<file path="config.mk">
export PLATFORM = sky130hd
export DESIGN_NAME = bus_datapath
export DESIGN_NICKNAME = d
export VERILOG_FILES = /design/src/rtl/dp_pkg.sv /design/src/rtl/dp_ldreg.sv /design/src/rtl/dp_alu.sv /design/src/rtl/dp_bus.sv /design/src/rtl/bus_datapath.sv
export SDC_FILE = /design/constraint.sdc
export NUM_CORES = 1
export LEC_CHECK = 0
export BUFFER_PORTS_ARGS = -buffer_cell sky130_fd_sc_hd__buf_2
export CAP_MARGIN = 5
export CORE_MARGIN = 4
export CORE_UTILIZATION = 35
export CTS_CLUSTER_DIAMETER = 100
export DETAILED_ROUTE_END_ITERATION = 8
export SKIP_CTS_REPAIR_TIMING = 1
export SLEW_MARGIN = 20
export SYNTH_ARGS = -nofsm -noshare
export SYNTH_HDL_FRONTEND = slang
export SYNTH_SLANG_ARGS = --single-unit
</file>
<file path="constraint.sdc">
create_clock -name clk -period 14.6 [get_ports clk]
set_input_delay 4.38 -clock clk [delete_from_list [all_inputs] [get_ports clk]]
set_output_delay 4.38 -clock clk [all_outputs]
set_load 0.05 [all_outputs]
</file>
<file path="src/rtl/dp_pkg.sv">
package dp_pkg;
   typedef enum logic [2:0] {
      OP_ADD   = 3'd0,
      OP_SUB   = 3'd1,
      OP_AND   = 3'd2,
      OP_OR    = 3'd3,
      OP_XOR   = 3'd4,
      OP_NOTA  = 3'd5,
      OP_NOTB  = 3'd6,
      OP_PASSA = 3'd7
   } alu_op_e;

   localparam int unsigned SRC_EXT = 0;
   localparam int unsigned SRC_GR1 = 1;
   localparam int unsigned SRC_GR2 = 2;
   localparam int unsigned SRC_ALU = 3;
   localparam int unsigned N_SRC   = 4;

   localparam int unsigned REG_GR1 = 0;
   localparam int unsigned REG_GR2 = 1;
   localparam int unsigned REG_DR1 = 2;
   localparam int unsigned REG_DR2 = 3;
   localparam int unsigned N_REG   = 4;
endpackage

</file>
<file path="src/rtl/dp_ldreg.sv">
module dp_ldreg #(
   parameter int unsigned W = 8
) (
   input  logic         clk,
   input  logic         rst_n,
   input  logic         ld,
   input  logic [W-1:0] d,
   output logic [W-1:0] q
);
   generate
      if (W < 1) begin : g_bad_width
         $error("dp_ldreg: W must be at least 1");
      end
   endgenerate

   always_ff @(posedge clk or negedge rst_n) begin
      if (!rst_n)  q <= '0;
      else if (ld) q <= d;
   end
endmodule

</file>
<file path="src/rtl/dp_alu.sv">
module dp_alu
   import dp_pkg::*;
#(
   parameter int unsigned W = 8
) (
   input  logic [W-1:0] a,
   input  logic [W-1:0] b,
   input  alu_op_e      op,
   input  logic         cin,
   output logic [W-1:0] y
);
   localparam logic [W-1:0] ONE = W'(1);

   logic [W-1:0] cin_ext;
   logic [W-1:0] b_sel;
   logic [W-1:0] sum;

   generate
      if (W < 1) begin : g_bad_width
         $error("dp_alu: W must be at least 1");
      end
   endgenerate

   assign cin_ext = cin ? ONE : '0;
   assign b_sel   = (op == OP_SUB) ? ~b : b;
   assign sum     = a + b_sel + cin_ext;

   always_comb begin
      unique case (op)
         OP_ADD, OP_SUB: y = sum;
         OP_AND:         y = a & b;
         OP_OR:          y = a | b;
         OP_XOR:         y = a ^ b;
         OP_NOTA:        y = ~a;
         OP_NOTB:        y = ~b;
         OP_PASSA:       y = a;
         default:        y = '0;
      endcase
   end
endmodule

</file>
<file path="src/rtl/dp_bus.sv">
module dp_bus #(
   parameter int unsigned W = 8,
   parameter int unsigned N = 4
) (
   input  logic [N-1:0] oe_n,
   input  logic [W-1:0] src [N],
   output logic [W-1:0] bus,
   output logic         conflict
);
   localparam int unsigned CW = $clog2(N + 1);

   logic [W-1:0] gated [N];
   logic [CW-1:0] active_cnt;

   generate
      if (N < 2) begin : g_bad_count
         $error("dp_bus: N must be at least 2");
      end
      if (W < 1) begin : g_bad_width
         $error("dp_bus: W must be at least 1");
      end
      for (genvar i = 0; i < N; i++) begin : g_gate
         assign gated[i] = oe_n[i] ? '0 : src[i];
      end
   endgenerate

   always_comb begin
      bus        = '0;
      active_cnt = '0;
      for (int i = 0; i < N; i++) begin
         bus        = bus | gated[i];
         active_cnt = active_cnt + CW'(!oe_n[i]);
      end
   end

   assign conflict = (active_cnt > CW'(1));
endmodule

</file>
<file path="src/rtl/bus_datapath.sv">
module bus_datapath
   import dp_pkg::*;
#(
   parameter int unsigned W = 8
) (
   input  logic         clk,
   input  logic         rst_n,
   input  logic [W-1:0] ext_data,
   input  logic         ext_oe_n,
   input  logic         gr1_oe_n,
   input  logic         gr2_oe_n,
   input  logic         alu_oe_n,
   input  logic         gr1_ld,
   input  logic         gr2_ld,
   input  logic         dr1_ld,
   input  logic         dr2_ld,
   input  logic [2:0]   alu_op,
   input  logic         alu_cin,
   output logic [W-1:0] bus_o,
   output logic         bus_conflict
);
   logic [N_REG-1:0] ld_vec;
   logic [W-1:0]     reg_q   [N_REG];
   logic [W-1:0]     src_vec [N_SRC];
   logic [N_SRC-1:0] oe_vec;
   logic [W-1:0]     alu_y;
   alu_op_e          op_e;

   generate
      if (W < 1) begin : g_bad_width
         $error("bus_datapath: W must be at least 1");
      end
   endgenerate

   assign ld_vec[REG_GR1] = gr1_ld;
   assign ld_vec[REG_GR2] = gr2_ld;
   assign ld_vec[REG_DR1] = dr1_ld;
   assign ld_vec[REG_DR2] = dr2_ld;

   generate
      for (genvar r = 0; r < N_REG; r++) begin : g_reg
         dp_ldreg #(.W(W)) u_reg (
            .clk  (clk),
            .rst_n(rst_n),
            .ld   (ld_vec[r]),
            .d    (bus_o),
            .q    (reg_q[r])
         );
      end
   endgenerate

   assign op_e = alu_op_e'(alu_op);

   dp_alu #(.W(W)) u_alu (
      .a  (reg_q[REG_DR1]),
      .b  (reg_q[REG_DR2]),
      .op (op_e),
      .cin(alu_cin),
      .y  (alu_y)
   );

   assign src_vec[SRC_EXT] = ext_data;
   assign src_vec[SRC_GR1] = reg_q[REG_GR1];
   assign src_vec[SRC_GR2] = reg_q[REG_GR2];
   assign src_vec[SRC_ALU] = alu_y;

   assign oe_vec[SRC_EXT] = ext_oe_n;
   assign oe_vec[SRC_GR1] = gr1_oe_n;
   assign oe_vec[SRC_GR2] = gr2_oe_n;
   assign oe_vec[SRC_ALU] = alu_oe_n;

   dp_bus #(.W(W), .N(N_SRC)) u_bus (
      .oe_n    (oe_vec),
      .src     (src_vec),
      .bus     (bus_o),
      .conflict(bus_conflict)
   );
endmodule

</file>
==> flow_summary_export.csv, run 1 <==
group,metric,value,unit
drt,ant_nets,0,
synth,syn_inst,313,
layout,nets,380,
hold_path,hold_path_depth,2,
drt,firstDrtPassIters,5,
drt,route.vias.total,2329,
clocking,cts_sinks,32,
synth,syn-num-nets,361,
global_routing,grt_pass1_vias,2258,
critical_path,cp_slowest_cell,"buf_2",
layout,largest_register_ffs,32,
sta,period_needed,12070,ps
layout,fin_cells,432,
power,switching_share,40.8,%
critical_path,required,10220,ps
layout,top_register,"g.u_reg.q",
sta,clock_skew,7.91,ps
synth,ys_seq_area_share,29.8,%
layout,reg_top3,"g.u_reg.q (32)",
layout,mostFrequentLayoutCells,"nor2_1, inv_1, dfrtp_1",
placed_design,hpwl,5350,microns
synth,synthArstFlopShare,100,%
drt,wl_per_cell,15.9,microns
placed_design,place_ws,2520,ps
critical_path,critPathArrivalTime,7690,ps
global_routing,globalRouteOverflowTotal,0,
placed_design,io_buffers,30,
drt,drc,0,
synth,synth_edf_count,0,
sta,final_min_period_over_clock_period,82.7,%
global_routing,track_usage,16.1,%
critical_path,worstSetupPathType,"input pin to primary output",
sta,rsz0062_at_grt,"false",
global_routing,grt_max_degree,37,
critical_path,ff2ff_path_depth,9,
drt,drt_iter0_markers,131,
synth,ys.flop_type,"dfrtp_1",
hold_path,hold_path.class,"register to register",
clocking,clockBufferDepth,2,
sta,hold_violations,0,
placed_design,place.gp.congestion,0.921,
clocking,numCtsBuffers,5,
clocking,cts_tree,"yes",
clocking,path_clk_slew,70,ps
critical_path,end_kind,"primary output",
layout,area_delta_synth_final,9.88,%
sta,drv_slew,0,
critical_path,max_stage_delay,460,ps
floorplanning,rows,31,
clocking,root_buffer,"clkbuf_8",
floorplanning,io_pins,31,
critical_path,crit_buf_inv,4,
sta,finalSetupViolCount,0,
floorplanning,start_util,36.4,%
floorplanning,chipWidth,95.6,microns
floorplanning,die_area,9130,sq um
critical_path,cp.depth,13,
sta,timing.fmax,82.8,MHz
synth,syn-cell-area,2680,sq um
critical_path,path_delay_family,"compound AO/OA/AOI/OAI gates",
power,peakVddDrop,0.0577,mV
synth,yosys.area.top_type,"dfrtp_1",
synth,synth.top_cell.area_share,29.8,%
outcome,status,"finished, final reports clean",
synth,synth.area.top_cells,"dfrtp_1, ha_1, nor2_1",
layout,drive_gt1_share,15.9,%
floorplanning,fp.dieH,95.6,microns
critical_path,path_max_fanout,36,
power,p_clk_share,21.9,%
clocking,htreeDepth,2,
synth,syn_area_per_cell,8.57,sq um
power,leakage,1.30,nW
placed_design,dp.cells,424,
sta,relSlewSlack,51.9,%
synth,synth_cell_types,57,
global_routing,grt_pass1_wl,11400,microns
sta,layout_setup_ws,2530,ps
sta,finalSetupTns,0,ps
power,p_sw,0.132,mW
synth,yosys_warnings,0,
drt,viasPerCell,5.39,
clocking,clock_latency,280,ps
power,p_seq_share,35.3,%
sta,tightest_slew,721,ps
critical_path,cp_cell_sequence,"buf_2 -> inv_2 -> nor2_2 -> xnor2_1 -> fa_1 -> inv_1 -> fa_1 -> a211oi_1 -> nor2_1 -> o311a_1 -> a21oi_2 -> a21o_1 -> buf_2",
floorplanning,fp.coreArea,7370,sq um
synth,synth_seq_cells,32,
drt,drt-total-wl,6850,microns
layout,layout_commonest_cell,"nor2_1",
power,p_per_area,110,nW/um^2
global_routing,antenna_found_initial,0,
critical_path,start_kind,"input pin",
power,pwr-share-comb,42.9,%
job,maxCapViolCount,0,
layout,diodes,0,
power,p_int,0.192,mW
==> power by group through the flow <==
stage	combinational (mW)	sequential, mW	clock (mW)
finish	0.139	0.114	0.0709
CTS	0.139	0.115	0.0728
global route	0.156	0.117	0.0766
detailed placement	0.138	0.116	0
floorplan	0.109	0.112	0
global placement	0.138	0.116	0
==> routing by layer <==
metal / wire, microns / vias to the layer above / global-route usage [%]
met5: 0 / - / 0
li1: - / 1152 / -
met3: 214 / 8 / 2.05
met1: 3630 / 1119 / 24.3
met2: 2900 / 50 / 23.6
met4: 102 / 0 / 4.74
==> worst min-delay path: stages (launching register included) <==
cell and delay, ps:
dfrtp_1 340, nor2_1 40, a21oi_1 100
==> final cells by class <==
class | instances | area [sq um]
Fill cell | 773 | 4420
Multi-Input combinational cell | 228 | 1650
Sequential cell | 32 | 801
Timing Repair Buffer | 30 | 150
Inverter | 35 | 131
Tap cell | 99 | 124
Clock buffer | 6 | 82.6
Clock inverter | 2 | 10.0
==> stage by stage <==
step	power [mW]	instance area, sq um	hold WS, ps	util (%)
2_1_floorplan	0.221	2680	482	-
3_3_place_gp	0.254	2860	499	38.8
6_report	0.324	2950	522	40.0
4_1_cts	0.327	2950	526	40.0
5_1_grt	0.350	2950	575	40.0
3_5_place_dp	0.255	2860	510	38.8
==> cells by family after synthesis <==
kind of cell	Yosys count	synth area share, %
AND/OR/NAND/NOR	91	16.2
multiplexers	1	0.373
AO/OA/AOI/OAI	100	29.0
buffers and inverters	53	8.67
XOR/XNOR	10	3.26
flip-flops	32	29.8
adder cells (fa/ha/maj)	26	12.7
==> cells in the mapped netlist (3+ instances only) <==
cell	n
buf_1	4
o2111a_1	3
a222oi_1	4
clkbuf_1	5
ha_1	24
a31oi_1	7
nor3b_1	3
xnor2_1	9
a21oi_1	28
o21ai_0	7
dfrtp_1	32
nor2b_1	6
a221o_1	13
nand2_1	12
a211oi_1	7
buf_4	4
buf_2	3
o221ai_1	3
inv_1	33
a21o_1	5
a211oi_2	3
nand2b_1	8
nor2_1	46
==> path summary, 6_finish.rpt <==
| path | startpoint | to | slack, ps |
|---|---|---|---|
| worst max-delay path | alu_op[0] | bus_o[4] | 2530 |
| worst min-delay path | g_reg[1].u_reg.q[6]$_DFFE_PN0P_ | g_reg[1].u_reg.q[6]$_DFFE_PN0P_ | 520 |
| worst max register to register | g_reg[3].u_reg.q[0]$_DFFE_PN0P_ | g_reg[3].u_reg.q[4]$_DFFE_PN0P_ | 11970 |
| worst min register to register | g_reg[1].u_reg.q[6]$_DFFE_PN0P_ | g_reg[1].u_reg.q[6]$_DFFE_PN0P_ | 520 |
| max in group asynchronous | rst_n | g_reg[2].u_reg.q[4]$_DFFE_PN0P_ | 9990 |
| min in group asynchronous | rst_n | g_reg[0].u_reg.q[0]$_DFFE_PN0P_ | 4150 |
(Power assumes the default switching activity.)
==> inputs of run 2 (changes only) <==
==> constraint.sdc (replaced) <==
create_clock -name clk -period 10.2 [get_ports clk]
set_input_delay 3.06 -clock clk [delete_from_list [all_inputs] [get_ports clk]]
set_output_delay 3.06 -clock clk [all_outputs]
set_load 0.05 [all_outputs]
==> run 2 against run 1 <==
Net effect:
- cell area is 1.7% higher
- clock power is 85% higher
- critical path depth stayed put
- critical path type unchanged
- largest cell class unchanged
- largest power group unchanged
==> flow_summary_export.csv, run 2 (same netlist as run 1, synthesis figures left out) <==
group,metric,value,unit
clocking,clock_latency,280,ps
layout,mostFrequentLayoutCells,"nor2_1, inv_1, dfrtp_1",
critical_path,path_delay_family,"compound AO/OA/AOI/OAI gates",
placed_design,io_buffers,30,
layout,design_area,3000,sq um
global_routing,grt_pass1_vias,2206,
sta,layout_setup_ws,779,ps
layout,area_delta_synth_final,11.7,%
critical_path,crit_buf_inv,3,
clocking,clockBufferDepth,2,
placed_design,place.gp.congestion,0.873,
global_routing,grt_max_degree,36,
power,leakage,1.32,nW
sta,rsz0062_at_grt,"false",
layout,reg_top3,"g.u_reg.q (32)",
sta,tightest_slew,723,ps
floorplanning,fp.dieH,95.6,microns
outcome,status,"finished, final reports clean",
critical_path,end_kind,"primary output",
placed_design,place_ws,788,ps
hold_path,hold_path.class,"register to register",
floorplanning,io_pins,31,
clocking,cts_tree,"yes",
layout,largest_register_ffs,32,
critical_path,max_stage_delay,410,ps
floorplanning,rows,31,
clocking,numCtsBuffers,5,
power,power,0.493,mW
clocking,path_clk_slew,60,ps
layout,layout_commonest_cell,"nor2_1",
sta,clock_skew,5.27,ps
clocking,root_buffer,"clkbuf_8",
clocking,cts_sinks,32,
sta,relSlewSlack,51.8,%
global_routing,globalRouteOverflowTotal,0,
sta,drv_slew,0,
critical_path,cp_cell_sequence,"buf_2 -> or2_1 -> nor2_2 -> xnor2_1 -> fa_1 -> inv_1 -> fa_1 -> a211oi_1 -> nor2_1 -> o311a_1 -> a21oi_2 -> a21o_1 -> buf_2",
sta,whs,521,ps
critical_path,critPathArrivalTime,6360,ps
placed_design,dpl_cell_area,2870,sq um
floorplanning,chipWidth,95.6,microns
drt,drt-total-wl,6660,microns
drt,ant_nets,0,
drt,drt_iter0_markers,177,
sta,final_min_period_over_clock_period,92.4,%
job,maxCapViolCount,0,
drt,firstDrtPassIters,4,
sta,finalSetupViolCount,0,
critical_path,cp_slowest_cell,"nor2_2",
layout,diodes,0,
sta,finalSetupTns,0,ps
layout,drive_gt1_share,16.4,%
critical_path,ff2ff_setup_slack,7630,ps
floorplanning,start_util,36.4,%
global_routing,antenna_found_initial,0,
drt,viasPerCell,5.33,
sta,hold_violations,0,
power,peakVddDrop,0.0856,mV
power,p_per_area,164,nW/um^2
layout,nets,382,
critical_path,required,7140,ps
global_routing,track_usage,15.7,%
critical_path,worstSetupPathType,"input pin to primary output",
placed_design,hpwl,5160,microns
floorplanning,die_area,9130,sq um
drt,drc,0,
layout,top_register,"g.u_reg.q",
drt,route.vias.total,2314,
critical_path,start_kind,"input pin",
sta,period_needed,9420,ps
floorplanning,fp.coreArea,7370,sq um
global_routing,grt_pass1_wl,11200,microns
critical_path,path_max_fanout,23,
sta,timing.fmax,106,MHz
clocking,htreeDepth,2,
drt,wl_per_cell,15.3,microns
run 2: final timing paths:
check	cells past startpoint	startpoint	to
setup / recovery	13	alu_op[1]	bus_o[4]
hold / removal	2	g_reg[1].u_reg.q[6]$_DFFE_PN0P_	g_reg[1].u_reg.q[6]$_DFFE_PN0P_
setup reg to reg	9	g_reg[3].u_reg.q[0]$_DFFE_PN0P_	g_reg[1].u_reg.q[4]$_DFFE_PN0P_
hold reg to reg	2	g_reg[1].u_reg.q[6]$_DFFE_PN0P_	g_reg[1].u_reg.q[6]$_DFFE_PN0P_
max in group asynchronous	1	rst_n	g_reg[2].u_reg.q[4]$_DFFE_PN0P_
min in group asynchronous	1	rst_n	g_reg[1].u_reg.q[0]$_DFFE_PN0P_
run 2: layout make-up:
class | count | area (sq um)
Timing Repair Buffer | 32 | 165
Tap cell | 99 | 124
Multi-Input combinational cell | 228 | 1650
Clock buffer | 7 | 96.3
Sequential cell | 32 | 801
Clock inverter | 1 | 30.0
Inverter | 35 | 131
Fill cell | 772 | 4370
run 2: stage by stage:
stage	util [%]	cells
finish	40.7	434
global route	40.7	434
CTS	40.7	434
detailed placement	39.0	426
global placement	39.0	426
floorplan	-	313
run 2: power breakdown:
| group | internal [mW] | switching (mW) | leakage (nW) |
|---|---|---|---|
| clock network | 0.0861 | 0.0449 | 0.0645 |
| logic | 0.0749 | 0.123 | 0.925 |
| registers | 0.147 | 0.0168 | 0.333 |
| total | 0.308 | 0.185 | 1.32 |
run 2: worst reg2reg max path, stage by stage (launching register included):
cell,delay [ps]
dfrtp_1,440
xnor2_1,210
fa_1,210
inv_1,50
fa_1,410
a211oi_1,300
nor2_1,100
o311a_1,360
a21oi_2,240
a221o_1,200
run 2: metal layers:
metal | track usage [%] | routed length [microns] | up-vias
met5 | 0 | 0 | -
met4 | 4.62 | 40 | 0
met3 | 2.37 | 323 | 2
met2 | 21.9 | 2900 | 49
met1 | 24.6 | 3390 | 1097
li1 | - | - | 1166
